$ cat src/rtl/bmw_pkg.sv
package bmw_pkg;
  localparam int DW = 32;
  localparam logic [1:0] OFF_CMD  = 2'd0;
  localparam logic [1:0] OFF_MODE = 2'd1;
  localparam logic [1:0] OFF_STAT = 2'd2;
  localparam logic [1:0] OFF_TIM  = 2'd3;
  localparam logic [7:0] MODE_HOST_BITS = 8'h30;
  localparam logic [7:0] STAT_RW_BITS   = 8'h60;
  localparam logic [7:0] STAT_CLR_BITS  = 8'h06;
  localparam logic [7:0] STAT_KEEP_BITS = 8'h01;

  // host write to status: plain bits, clear-on-one bits, preserved bit
  function automatic logic [7:0] stat_after_write(logic [7:0] old, logic [7:0] d);
    return (d & STAT_RW_BITS) | (old & STAT_KEEP_BITS) | (old & ~d & STAT_CLR_BITS);
  endfunction

  function automatic logic [7:0] masked_merge(logic [7:0] old, logic [7:0] mask,
                                              logic [7:0] val);
    return (old & ~mask) | (val & mask);
  endfunction

  function automatic logic [DW-1:0] ones_for_size(logic [1:0] sz);
    case (sz)
      2'd0:    return DW'(32'h0000_00FF);
      2'd1:    return DW'(32'h0000_FFFF);
      default: return {DW{1'b1}};
    endcase
  endfunction
endpackage

$ cat src/rtl/bmw_decode.sv
module bmw_decode
  import bmw_pkg::*;
#(
  parameter int NCH = 2,
  localparam int CW = (NCH > 1) ? $clog2(NCH) : 1,
  localparam int AW = CW + 3
) (
  input  logic [AW-1:0]  io_addr,
  input  logic [1:0]     io_size,
  input  logic           io_wr,
  output logic           in_win,
  output logic [CW-1:0]  ch_sel,
  output logic [1:0]     reg_sel,
  output logic [NCH-1:0] cmd_we,
  output logic [NCH-1:0] stat_we,
  output logic [NCH-1:0] tim_we,
  output logic           mode_we
);
  logic wr_hit;

  assign ch_sel  = io_addr[AW-1:3];
  assign reg_sel = io_addr[1:0];
  assign in_win  = !io_addr[2] && (int'(ch_sel) < NCH);
  assign wr_hit  = io_wr && (io_size == 2'd0) && in_win;
  assign mode_we = wr_hit && (reg_sel == OFF_MODE);

  for (genvar c = 0; c < NCH; c++) begin : g_we
    logic mine;
    assign mine       = wr_hit && (ch_sel == CW'(c));
    assign cmd_we[c]  = mine && (reg_sel == OFF_CMD);
    assign stat_we[c] = mine && (reg_sel == OFF_STAT);
    assign tim_we[c]  = mine && (reg_sel == OFF_TIM);
  end
endmodule

$ cat src/rtl/bmw_chan.sv
module bmw_chan
  import bmw_pkg::*;
(
  input  logic       clk,
  input  logic       rst_n,
  input  logic [7:0] wdata,
  input  logic       cmd_we,
  input  logic       stat_we,
  input  logic       tim_we,
  input  logic       active,
  input  logic       err_set,
  input  logic       irq_set,
  output logic [7:0] cmd_q,
  output logic       cmd_stb,
  output logic [7:0] stat_q,
  output logic [7:0] tim_q
);
  logic [7:0] stat_next;

  always_comb begin
    stat_next    = stat_we ? stat_after_write(stat_q, wdata) : stat_q;
    stat_next[0] = active;
    stat_next[1] = stat_next[1] | err_set;
    stat_next[2] = stat_next[2] | irq_set;
  end

  always_ff @(posedge clk) begin
    if (!rst_n) begin
      cmd_q   <= '0;
      cmd_stb <= 1'b0;
      stat_q  <= '0;
      tim_q   <= '0;
    end else begin
      cmd_stb <= cmd_we;
      stat_q  <= stat_next;
      if (cmd_we) cmd_q <= wdata;
      if (tim_we) tim_q <= wdata;
    end
  end
endmodule

$ cat src/rtl/bmw_mode.sv
module bmw_mode
  import bmw_pkg::*;
(
  input  logic       clk,
  input  logic       rst_n,
  input  logic       host_we,
  input  logic [7:0] host_data,
  input  logic       upd_we,
  input  logic [7:0] upd_mask,
  input  logic [7:0] upd_val,
  output logic [7:0] mode_q,
  output logic       wr_stb
);
  logic [7:0] after_upd, mode_next;

  always_comb begin
    after_upd = upd_we ? masked_merge(mode_q, upd_mask, upd_val) : mode_q;
    mode_next = host_we ? masked_merge(after_upd, MODE_HOST_BITS, host_data) : after_upd;
  end

  always_ff @(posedge clk) begin
    if (!rst_n) begin
      mode_q <= '0;
      wr_stb <= 1'b0;
    end else begin
      mode_q <= mode_next;
      wr_stb <= host_we;
    end
  end
endmodule

$ cat src/rtl/bmide_regwin.sv
module bmide_regwin
  import bmw_pkg::*;
#(
  parameter int NCH = 2,
  localparam int CW = (NCH > 1) ? $clog2(NCH) : 1,
  localparam int AW = CW + 3
) (
  input  logic             clk,
  input  logic             rst_n,
  input  logic [AW-1:0]    io_addr,
  input  logic [1:0]       io_size,
  input  logic             io_rd,
  input  logic             io_wr,
  input  logic [DW-1:0]    io_wdata,
  output logic [DW-1:0]    io_rdata,
  output logic             io_rvalid,
  output logic [NCH*8-1:0] dma_cmd,
  output logic [NCH-1:0]   dma_cmd_stb,
  input  logic [NCH-1:0]   dma_active,
  input  logic [NCH-1:0]   dma_err_set,
  input  logic [NCH-1:0]   dma_irq_set,
  output logic [7:0]       mode_q,
  output logic             mode_wr_stb,
  input  logic             irq_upd_we,
  input  logic [7:0]       irq_upd_mask,
  input  logic [7:0]       irq_upd_val,
  output logic [NCH*8-1:0] udma_tim
);
  logic           in_win;
  logic [CW-1:0]  ch_sel;
  logic [1:0]     reg_sel;
  logic [NCH-1:0] cmd_we, stat_we, tim_we;
  logic           mode_we;
  logic [7:0]     cmd_arr  [NCH];
  logic [7:0]     stat_arr [NCH];
  logic [7:0]     tim_arr  [NCH];
  logic [NCH*8-1:0] stat_flat;
  logic [7:0]     rd_byte;
  logic [DW-1:0]  rd_word;

  bmw_decode #(.NCH(NCH)) u_dec (
    .io_addr(io_addr), .io_size(io_size), .io_wr(io_wr),
    .in_win(in_win), .ch_sel(ch_sel), .reg_sel(reg_sel),
    .cmd_we(cmd_we), .stat_we(stat_we), .tim_we(tim_we), .mode_we(mode_we)
  );

  for (genvar c = 0; c < NCH; c++) begin : g_ch
    bmw_chan u_chan (
      .clk(clk), .rst_n(rst_n), .wdata(io_wdata[7:0]),
      .cmd_we(cmd_we[c]), .stat_we(stat_we[c]), .tim_we(tim_we[c]),
      .active(dma_active[c]), .err_set(dma_err_set[c]), .irq_set(dma_irq_set[c]),
      .cmd_q(cmd_arr[c]), .cmd_stb(dma_cmd_stb[c]),
      .stat_q(stat_arr[c]), .tim_q(tim_arr[c])
    );
    assign dma_cmd[c*8 +: 8]   = cmd_arr[c];
    assign udma_tim[c*8 +: 8]  = tim_arr[c];
    assign stat_flat[c*8 +: 8] = stat_arr[c];
  end

  bmw_mode u_mode (
    .clk(clk), .rst_n(rst_n),
    .host_we(mode_we), .host_data(io_wdata[7:0]),
    .upd_we(irq_upd_we), .upd_mask(irq_upd_mask), .upd_val(irq_upd_val),
    .mode_q(mode_q), .wr_stb(mode_wr_stb)
  );

  always_comb begin
    rd_byte = '0;
    if (in_win) begin
      case (reg_sel)
        OFF_CMD:  rd_byte = cmd_arr[ch_sel];
        OFF_MODE: rd_byte = mode_q;
        OFF_STAT: rd_byte = stat_arr[ch_sel];
        default:  rd_byte = tim_arr[ch_sel];
      endcase
    end
    rd_word = (io_size != 2'd0) ? ones_for_size(io_size) : {{(DW-8){1'b0}}, rd_byte};
  end

  always_ff @(posedge clk) begin
    if (!rst_n) begin
      io_rvalid <= 1'b0;
      io_rdata  <= '0;
    end else begin
      io_rvalid <= io_rd;
      if (io_rd) io_rdata <= rd_word;
    end
  end
endmodule

$ cat config.mk
export PLATFORM = sky130hd
export DESIGN_NAME = bmide_regwin
export DESIGN_NICKNAME = d
export VERILOG_FILES = /design/src/rtl/bmw_pkg.sv /design/src/rtl/bmw_decode.sv /design/src/rtl/bmw_chan.sv /design/src/rtl/bmw_mode.sv /design/src/rtl/bmide_regwin.sv
export SDC_FILE = /design/constraint.sdc
export NUM_CORES = 1
export LEC_CHECK = 0
export BUFFER_PORTS_ARGS = -buffer_cell sky130_fd_sc_hd__buf_2
export CORE_UTILIZATION = 44
export CTS_BUF_LIST = sky130_fd_sc_hd__clkbuf_2
export CTS_CLUSTER_SIZE = 40
export DETAILED_ROUTE_END_ITERATION = 8
export PLACE_DENSITY_LB_ADDON = 0.25
export SLEW_MARGIN = 20
export SYNTH_ARGS = -nofsm -noshare
export SYNTH_HDL_FRONTEND = slang
export SYNTH_HIERARCHICAL = 1
export SYNTH_SLANG_ARGS = --single-unit
$ cat constraint.sdc
create_clock -name clk -period 1.5 [get_ports clk]
set_input_delay 0.075 -clock clk [delete_from_list [all_inputs] [get_ports clk]]
set_output_delay 0.075 -clock clk [all_outputs]
set_load 0.01 [all_outputs]
Word level (Yosys, flattened, before mapping):

Cells that the tools add are included.
W data, S select, Z words.

* logic and storage cells: 71
* input port bits: 65
* output and inout bits: 76
* register bits: 92

* muxes and demuxes: 17
* bitwise logic cells: 18
* eq/ne operators: 4
* reductions and logical operators: 16
* magnitude comparators: 1

Operator list (number)
* $mux W8: 12
* $pmux W32 S2: 1
* $mux W32: 1
* $pmux W8 S3: 1
* $and A8 B8 Y8: 2
* $or A7 B1 Y7: 2
* $or A7 B3 Y7: 2
* $logic_and A1 B1 Y1: 11
* $not A8 Y8: 1
* $or A8 B6 Y8: 1
* $or A8 B8 Y8: 1
* $and A3 B3 Y3: 2
* $mux W3: 2
* $eq A2 B1 Y1 const B: 2
* $eq A2 B2 Y1 const B: 2
* $logic_not A2 Y1: 2
* $or A1 B1 Y1: 4
* $reduce_bool A2 Y1: 2
* $not A3 Y3: 1
* $ge A2 B2 Y1 const B: 1
* $not A1 Y2: 1
* $logic_not A1 Y1: 1
* $not A1 Y1: 1

Longest topological paths before layout:

* depth after elaboration: 7
* depth in mapped cells: 7
* mapped depth without buffers: 4

Hierarchy:

Netlist, hierarchy kept.

By module, submodules not included
* bmw_chan: cells each 74, area each 835.8 µm², instances 2, seq. area each 440.4 µm²
* bmide_regwin: cells each 110, area each 1002.2 µm², instances 1, seq. area each 220.2 µm²
* bmw_mode: cells each 38, area each 389.1 µm², instances 1, seq. area each 180.2 µm²
* bmw_decode: cells each 15, area each 147.6 µm², instances 1, seq. area each 0.0 µm²

Worst setup path before layout:

No wires, ideal clock.

* kind: input -> register
* start: input io_addr[2]
* end: register g_ch[1].u_chan.stat_q[5]
* setup time: 0.116 ns
* data arrival time: 1.428 ns
* buffers on the path: 1
* data required time: 1.384 ns
* stages: 5
* setup slack: -0.044 ns
* cells stage by stage: or4b_1 > buf_6 > nor3_1 > mux2i_1 > nor2b_1

* word-level cells in the longest chain between the ends: 4

RTL lines
* start, declared: line bmide_regwin.sv:10 `input logic [AW-1:0] io_addr,`
* $logic_not A1 Y1: line bmw_decode.sv:23 `assign in_win = !io_addr[2] && (int'(ch_sel) < NCH);`
* $logic_and A1 B1 Y1: line bmw_decode.sv:24 `assign wr_hit = io_wr && (io_size == 2'd0) && in_win;`
* $logic_and A1 B1 Y1: line bmw_decode.sv:29 `assign mine = wr_hit && (ch_sel == CW'(c));`
* $logic_and A1 B1 Y1: line bmw_decode.sv:31 `assign stat_we[c] = mine && (reg_sel == OFF_STAT);`
* named net stat_we[1]: line bmide_regwin.sv:32 `logic [NCH-1:0] cmd_we, stat_we, tim_we;`
* end signal, assigned: line bmw_chan.sv:35 `stat_q <= stat_next;`
* end, declared: line bmw_chan.sv:15 `output logic [7:0] stat_q,`

The timed path passes the listed nets, and every way through them passes these cells.
A chain may end at the register's enable or synchronous reset.

Worst setup path in the final report:

* start: input irq_upd_mask[5]
* end: register u_mode.mode_q[5]

* word-level cells in the longest chain between the ends: 5
* elaborated cells on any way between the ends: 6
* those cells by class: mux: 2; bitwise: 4

RTL lines
* start, declared: line bmide_regwin.sv:25 `input logic [7:0] irq_upd_mask,`
* $not A8 Y8: line bmw_pkg.sv:19 `return (old & ~mask) | (val & mask);`
* $and A8 B8 Y8: line bmw_pkg.sv:19
* $or A8 B8 Y8 *: line bmw_pkg.sv:19
* $mux W8 *: line bmw_mode.sv:17 `after_upd = upd_we ? masked_merge(mode_q, upd_mask, upd_val) : mode_q;`
* $mux W8 *: line bmw_mode.sv:18 `mode_next = host_we ? masked_merge(after_upd, MODE_HOST_BITS, host_data) : after_upd;`
* end signal, assigned: line bmw_mode.sv:26 `mode_q <= mode_next;`
* end, declared: line bmw_mode.sv:11 `output logic [7:0] mode_q,`

Every way passes the cells marked *; elsewhere a longest branch is shown, timed or not. The select of a mux whose other input is x is not followed.

==> metrics.txt <==
FF+latch count, synth=64; Max stage delay on crit path=0.56 ns; PortBufs=116; dpl cell area=3720 um^2; worst flop-to-flop path startpoint=io_rdata[30]; Synth Instances=311; vias in the first global route=between 2000 and 3000; Die H=87.4 um; RSZ-0062 raised after global routing=false; critical path peak fanout=2; CTS Buf Count=9; maximum clock rate=743 MHz; CP most frequent cell=dlygate4sd3_1; leak pwr=1.94 nW; status=finished, final reports clean; M1 WL=approximately 3800 um; Seq/Total Area, Yosys=between 30% and 40%; Critical Path AT=around 1.8 ns; initial antenna violation count=0; first-pass iteration count of the detailed router=4; Design Area, Final=4250 um^2; Root Buffer=clkbuf_2; skew final=around 0.017 ns; initial core utilization=between 40% and 50%; final WL=8200 um; post-synth cell types=37; grt total ovfl=0; type of the worst setup path=primary input to register; Die W=87.4 um; ys async rst share=0%; Final Max Slew Viols=0; GRT Util Overall=22.1%; fin util=between 60% and 70%; syn avg cell area=10.3 um^2; average wire per standard cell=14.9 um; nets=516; first-pass GRT wire length=12600 um; Post-DP HPWL=~5600 um; PwrDens=819 nW/um^2; die area=roughly 7600 um^2; slowest CP cell=dlygate4sd3_1; post-synth top area cell=dfxtp_1; met2 wire length=3850 um; startpoint types=primary input; final setup vio count=0; Post-synth EDFFs=0; Post-CTS Repair Setup Buffers=0; antenna cells=0; number of max-cap violations=0; Post-Syn Area=3210 um^2; DRT iter0 DRCs=74; Peak VDD IR=0.000477 V; Ys Warns=6; worst hold path type=primary input to register; top sig layer=met4; Worst Setup SP=irq_upd_mask[5]; CP required=1.90 ns; Placeable Area=approximately 6900 um^2; Crit. End Element=register; clock sinks=64; Hold Violations, Final=0; final worst path period share=89.7%; layout cell share with drive strength beyond 1=40.1%; I/O Pins=141; worst-skew pair later-pin latency=about 0.50 ns; area growth from synthesis to layout=32.3%; DRT antenna net count=0; crit path cell chain=dlygate4sd3_1 > buf_2 > and3_1 > dlygate4sd3_1 > o311a_1; CTS tree=built; Routed met3 length=465 um; Final Wtd Congestion=0.799; Residual DRC=0; Hold Crit Start=irq_upd_we; via count=2686; dominant synthesized flop cell=dfxtp_1; largest net degree at the start of global routing=32; vias per cell=4.87; fin crit period=1.35 ns; Synth top area share=about two fifths; Rows=30; htree depth=3; top cells by area, synth=dfxtp_1 40%, mux2i_1 12%, nor2b_1 7.4%; clk slew on worst S/H paths=0.17 ns; clk buf depth=2
-- critical path, delay by kind of cell --
kind	cells	cell delay, ns
buffers and inverters	3	1.21
AO/OA/AOI/OAI	1	0.29
AND/OR/NAND/NOR	1	0.18
-- metrics by stage --
stage	setup TNS (ns)	instances	hold WS, ns	worst slack, ns	total power, mW
3_5_place_dp	-6.29	497	0.284	-0.219	2.26
5_1_grt	0	552	0.0130	0.0865	3.66
3_3_place_gp	-5.80	497	0.280	-0.204	2.25
2_1_floorplan	-0.220	315	0.175	-0.0174	2.12
6_report	0	552	0.0720	0.155	3.48
4_1_cts	0	552	0.0360	0.0825	3.51
-- metal layers --
metal  vias to the layer above  global-route usage [%]
met5                         -                       0
met4                         0                    6.26
met3                         9                    6.64
li1                       1338                       -
met1                      1252                    27.2
met2                        87                    37.1
-- layout by cell type, fill, tap and decap left out, drive strengths merged --
cell and count:
o21a 6, clkbuf 10, nand3 1, o22ai 15, o221ai 7, clkinv 2
nor2b 38, buf 134, o311a 2, conb 6, nor4b 2, nor2 13
nor4bb 1, mux2 22, nor3 1, a211o 1, nand2 4, dfxtp 64
nand2b 4, a21boi 8, or4b 1, dlygate4sd3 39, o21ai 5, clkinvlp 2
or2 1, nor3b 1, and2 6, inv 5, and3 9, a31oi 4
nor4 1, mux2i 38, a221oi 1, bufinv 2
-- layout make-up --
class | count | area [um^2]
inverter | 5 | 18.8
tap | 96 | 120
timing repair buffer | 173 | 1130
multi-input combinational | 198 | 1560
fill | 622 | 2660
clock buffer | 10 | 50.0
sequential | 64 | 1280
clock inverter | 6 | 83.8
-- synth_stat cells (all sizes together), types with 2 or more instances --
| cell | count |
|---|---|
| a31oi | 4 |
| mux2i | 38 |
| mux2 | 22 |
| buf | 44 |
| and2 | 6 |
| o221ai | 7 |
| a21boi | 8 |
| o22ai | 15 |
| o311a | 2 |
| nor2b | 38 |
| and3 | 9 |
| o21ai | 5 |
| nor4b | 2 |
| o21a | 6 |
| clkbuf | 4 |
| nand2 | 4 |
| dfxtp | 64 |
| nor2 | 13 |
| inv | 5 |
| nand2b | 4 |
| conb | 2 |
-- logic make-up (layout without fill, tap and decap cells) --
kind of cell	after synthesis	after routing	synth area share, %
AOI/OAI and AO/OA	49	49	11.0
other	2	6	0.234
and+or+nand+nor	83	83	16.6
DFF	64	64	39.9
buffers and inverters	53	194	12.4
muxes	60	60	19.9
-- state kept, by name, summed over array words and instances, names as in the netlist, named ones only --
| signal | count |
|---|---|
| g_ch.u_chan/cmd_q | 16 |
| io_rdata | 10 |
| u_mode/mode_q | 2 |
| g_ch.u_chan/cmd_stb | 2 |
| io_rvalid | 1 |
| u_mode/wr_stb | 1 |
| g_ch.u_chan/stat_q | 10 |
| g_ch.u_chan/tim_q | 16 |
-- power breakdown --
part           total [mW]  switching [mW]  internal [mW]  leakage [nW]
sequential           1.79          0.0353           1.75         0.522
clock                1.18           0.627          0.549        0.0756
combinational       0.518           0.248          0.270          1.34
-- worst paths after layout --
path	cells after the start	slack, ns	to
setup / recovery	5	0.15	u_mode/mode_q[5]
hold / removal	3	0.07	register
setup reg to reg	3	0.16	io_rdata[30]
hold reg to reg	2	0.53	io_rdata[5]
-- what timing repair did --
item,4_1_cts,5_1_grt
hold endpoints to repair,61,0
resized for setup,0,1
endpoints found under the setup margin,0,17
hold buffers,39,0
Power figures use the tool's default switching activity.
